$ cat src/rtl/pwm_dbuf.sv
module pwm_dbuf #(
  parameter int CW = 16,
  parameter int SW = 2,
  parameter int LW = 3,
  parameter logic [CW-1:0] RST_PER = 16
) (
  input  logic          clk,
  input  logic          rst_n,
  input  logic          freeze,
  input  logic [SW-1:0] presc_sel,
  input  logic          wr_en,
  input  logic [1:0]    wr_addr,
  input  logic [CW-1:0] wr_data,
  input  logic          wr32_en,
  input  logic [2*CW-1:0] wr32_data,
  output logic          pwm_out,
  output logic [CW-1:0] count,
  output logic          flag,
  output logic          irq,
  output logic [LW-1:0] irq_level
);
  localparam int FLAG_BIT = LW;

  logic [SW-1:0] pcnt;
  logic [CW-1:0] stg_per, stg_w, act_per, act_w;
  logic [LW-1:0] lvl;

  wire tick    = pcnt >= presc_sel;
  wire advance = tick & ~freeze;
  wire wrap    = advance & (count == act_per - 1'b1);
  wire reload  = wrap & ~wr32_en;
  wire ctl_wr  = wr_en & (wr_addr == 2'd2);

  always_ff @(posedge clk or negedge rst_n)
    if (!rst_n)       pcnt <= '0;
    else if (!freeze) pcnt <= tick ? '0 : pcnt + 1'b1;

  always_ff @(posedge clk or negedge rst_n)
    if (!rst_n)       count <= '0;
    else if (advance) count <= wrap ? '0 : count + 1'b1;

  always_ff @(posedge clk or negedge rst_n)
    if (!rst_n) begin
      stg_per <= RST_PER;
      stg_w   <= '0;
    end else if (wr32_en) begin
      stg_per <= wr32_data[2*CW-1:CW];
      stg_w   <= wr32_data[CW-1:0];
    end else if (wr_en && wr_addr == 2'd0) stg_per <= wr_data;
    else if (wr_en && wr_addr == 2'd1)     stg_w   <= wr_data;

  always_ff @(posedge clk or negedge rst_n)
    if (!rst_n) begin
      act_per <= RST_PER;
      act_w   <= '0;
    end else if (reload) begin
      act_per <= stg_per;
      act_w   <= stg_w;
    end

  always_ff @(posedge clk or negedge rst_n)
    if (!rst_n)      lvl <= '0;
    else if (ctl_wr) lvl <= wr_data[LW-1:0];

  always_ff @(posedge clk or negedge rst_n)
    if (!rst_n)                          flag <= 1'b0;
    else if (wrap)                       flag <= 1'b1;
    else if (ctl_wr && !wr_data[FLAG_BIT]) flag <= 1'b0;

  assign pwm_out   = count < act_w;
  assign irq       = flag & (|lvl);
  assign irq_level = irq ? lvl : '0;

  a_r2_wrap_zero: assert property (@(posedge clk) disable iff (!rst_n)
    wrap |=> count == '0);
  a_r2_step: assert property (@(posedge clk) disable iff (!rst_n)
    (advance && !wrap) |=> count == CW'($past(count) + 1'b1));
  a_r4_active_hold: assert property (@(posedge clk) disable iff (!rst_n)
    !wrap |=> ($stable(act_per) && $stable(act_w)));
  a_r6_skip_reload: assert property (@(posedge clk) disable iff (!rst_n)
    (wrap && wr32_en) |=> ($stable(act_per) && $stable(act_w)));
  a_r7_flag_set: assert property (@(posedge clk) disable iff (!rst_n)
    wrap |=> flag);
  a_r9_freeze_hold: assert property (@(posedge clk) disable iff (!rst_n)
    freeze |=> ($stable(count) && $stable(pcnt)));
endmodule

$ cat config.mk
export PLATFORM = sky130hd
export DESIGN_NAME = pwm_dbuf
export DESIGN_NICKNAME = d
export VERILOG_FILES = /design/src/rtl/pwm_dbuf.sv
export SDC_FILE = /design/constraint.sdc
export NUM_CORES = 1
export LEC_CHECK = 0
export ABC_AREA = 1
export ABC_CLOCK_PERIOD_IN_PS = 5300
export BUFFER_PORTS_ARGS = -buffer_cell sky130_fd_sc_hd__buf_4
export CAP_MARGIN = 20
export CORE_MARGIN = 5
export CORE_UTILIZATION = 60
export DETAILED_ROUTE_END_ITERATION = 12
export PLACE_DENSITY = 0.84
export SYNTH_ARGS = -nofsm -noshare
export SYNTH_HDL_FRONTEND = slang
export SYNTH_SLANG_ARGS = --single-unit
$ cat constraint.sdc
create_clock -name clk -period 5.3 [get_ports clk]
set_input_delay 1.06 -clock clk [delete_from_list [all_inputs] [get_ports clk]]
set_output_delay 1.06 -clock clk [all_outputs]
set_load 0.01 [all_outputs]
==> reports/qor.txt <==
Mapped Avg Cell Area = 7.41 um^2
Slew at the pin closest to its max-slew limit = 0.627 ns
Simple-gate share of the synthesized area = 0.339
Post-synth top area share = 0.409
Critical path cell sequence = ha_1, nand2_1, o21ai_0, a31oi_1, o21ai_0, a21oi_1, buf_4
Async S/R FF share, synth = 1.00
Total Nets Final = 841
WP data required = 4.24 ns
Port buffer count = 78
Synth Area in Adders = 0.0463
Initial Util = 0.619
Gr ovfl total = 0
Status = finished, final reports clean
Main combinational cell family by area after synthesis = simple AND/OR/NAND/NOR gates
Die H = 103 um
Pre-antenna DRT Iters = 5
Syn_nets = 770
Hold Fails Final Rpt = 0
Tcrit/Tclk final = 0.598
Static leakage = 0.00324 uW
Crit Path Class = register to output port
Critical Path Max Stage Delay = 0.47 ns
CP Max Fanout = 6
Worst vdd ir = 175 uV
Top_reg_cell synth = dfrtp_1
Clock tree buffer depth = 2
RSZ-0062 raised after global routing = no
Dominant cells by area after synthesis = dfrtp_1 41%, nand2_1 18%, nand3_1 5.7%
Total power = 1720 uW
Synthesized flop and latch total = 86
XOR/XNOR Fraction of Synth Area = 0.0290
Seq/Total Area, Yosys = 0.419
Detail Route Antenna Nets = 0
# setup viols final = 0
Netlist cell types = 37
Clock Latency Late Sink = 0.35 ns
Largest net degree at the start of global routing = 87
Final Instance Area = 5940 um^2
Max-capacitance violation count = 0
Slowest CP cell = dfrtp_1
Crit. End Element = output port
Compound-gate portion of the synthesized area = 0.0772
Crit path DAT = 2.11 ns
Hold Crit Class = register to register
Mux cell area share after synthesis = 0.00219
Core Region = 8300 um^2
Area growth from synthesis to layout = 15.6%
Cell taking the most area after synthesis = dfrtp_1
Post-route setup TNS = 0 ns
CTS clock-pin slew for the worst setup and hold paths = 0.09 ns
Post-synth EDFFs = 0
Mapped Cells = 694
Ports = 79
Gpl congestion = 0.844
Hold buffers post-CTS = 0
Die area = 10500 um^2
Row count = 33
DP HPWL = 9.66 mm
Post-DP Area = 5720 um^2
Post-CTS Setup Inserts = 0
Initial antenna violation count = 0
Detailed Route Iter0 Violations = 314
CTS root buffer = clkbuf_8
Fin. max-slew vios = 0
First-pass GRT wire length = 21.7 mm
CTS sink count = 86
Via count = 4711
Total CTS buffers = 9
Most Frequent Cell on Critical Path = o21ai_0
Fraction of layout cells with a size suffix above 1 = 0.159
Total Routing Usage GR = 0.262
Clock Skew = 0.0109 ns
Diode count = 0
H-tree Lvls = 3
Vias in the first global route = 4809
Routed wire length = 12.6 mm
Slew HR = 0.581
Critical Path Source Type = register
Power Density = 289 nW/um^2
Post-layout min period = 3.17 ns
Post-CTS Resized = 0
CTS tree = built
Via density = 5.39
Post-Syn Area = 5140 um^2
DR WL/cell = 14.4 um
Syn. warnings = 0
Number of filler instances in the final layout = 664
Max frequency = 315 MHz
DRC = 0
Chip width = 103 um
state kept, by name (all words and copies together), names as in the netlist:
name,count
lvl,3
stg_per,16
stg_w,16
pcnt,2
count,16
act_w,16
flag,1
act_per,16
logic make-up (layout without fill, tap and decap cells):
family / count (synthesis) / after routing
AO/OA/AOI/OAI: 67 / 67
multiplexers: 1 / 1
flip-flops: 86 / 86
AND/OR/NAND/NOR: 402 / 402
buffers and inverters: 102 / 177
XOR/XNOR: 17 / 17
adder cells (fa/ha/maj): 19 / 19
Yosys cell counts, types with 3 or more instances:
cell / count
buf_2: 4
a21o_1: 3
dfrtp_1: 84
nand3_1: 59
clkbuf_1: 7
ha_1: 19
nand2_1: 241
nand4_1: 3
nor3_1: 8
nor2_1: 65
buf_6: 8
nor2_4: 5
a31oi_1: 16
inv_1: 74
inv_2: 5
a21oi_1: 17
o211ai_1: 11
nand2_2: 3
xnor2_1: 5
o21ai_0: 16
xor2_1: 12
nor2_2: 6
clkinv_1: 3
nand3b_1: 3
per-layer routing:
metal | share of wire | vias up | GRT usage | wire, um
li1 | - | 2350 | - | -
met1 | 0.44 | 2156 | 0.348 | 5500
met2 | 0.47 | 172 | 0.430 | 5950
met3 | 0.059 | 33 | 0.0413 | 748
met4 | 0.030 | 0 | 0.106 | 376
met5 | 0 | - | 0 | 0
area by class of cell:
cell class	count	area [um^2]	area share
Inverter	82	308	0.0518
Tap cell	105	131	0.0221
Sequential cell	86	2150	0.363
Timing Repair Buffer	80	621	0.104
Multi-Input combinational cell	506	2540	0.427
Clock inverter	4	47.5	0.00800
Clock buffer	11	141	0.0238
worst max-delay path: cells and delay by family, from the launching register on:
kind	cells	cell delay (ns)
buffers and inverters	1	0.16
AO/OA/AOI/OAI	4	0.74
adder cells (fa/ha/maj)	1	0.34
flip-flops	1	0.47
AND/OR/NAND/NOR	1	0.05
path summary, 6_finish.rpt:
kind                            slack (ns)           to  depth (start not counted)  startpoint
worst max-delay path                  2.13      pwm_out                          7    count[3]
worst min-delay path                  0.48     act_w[5]                          2    act_w[5]
worst max register to register        2.62  act_per[13]                         14  act_per[0]
worst min register to register        0.48     act_w[5]                          2    act_w[5]
max in group asynchronous             4.15   stg_per[4]                          2       rst_n
min in group asynchronous             0.53     act_w[0]                          1       rst_n
metrics by stage:
stage,hold WS (ns),instances,util,setup slack (ns)
after floorplan,0.442,694,-,2.66
after global placement,0.455,858,0.690,2.23
after detailed placement,0.459,858,0.690,2.10
after CTS,0.479,873,0.712,2.08
after global routing,0.499,874,0.716,1.95
final,0.477,874,0.716,2.13
report_power, final:
| part | leakage [uW] | internal, uW | total [uW] | switching [uW] |
|---|---|---|---|---|
| Clock | 0.0000952 | 227 | 449 | 222 |
| Sequential | 0.00107 | 725 | 813 | 87.9 |
| Combinational | 0.00207 | 197 | 457 | 260 |
placed cells by master, fill, tap and decap left out, drive strengths merged, types with 12 or more instances in the layout:
cell and count:
ha 19, a21oi 17, buf 80, dfrtp 84, o21ai 17, inv 79, xor2 12, nand2 244
nor2 77, nand3 63, a31oi 16
(Power assumes the default switching activity.)
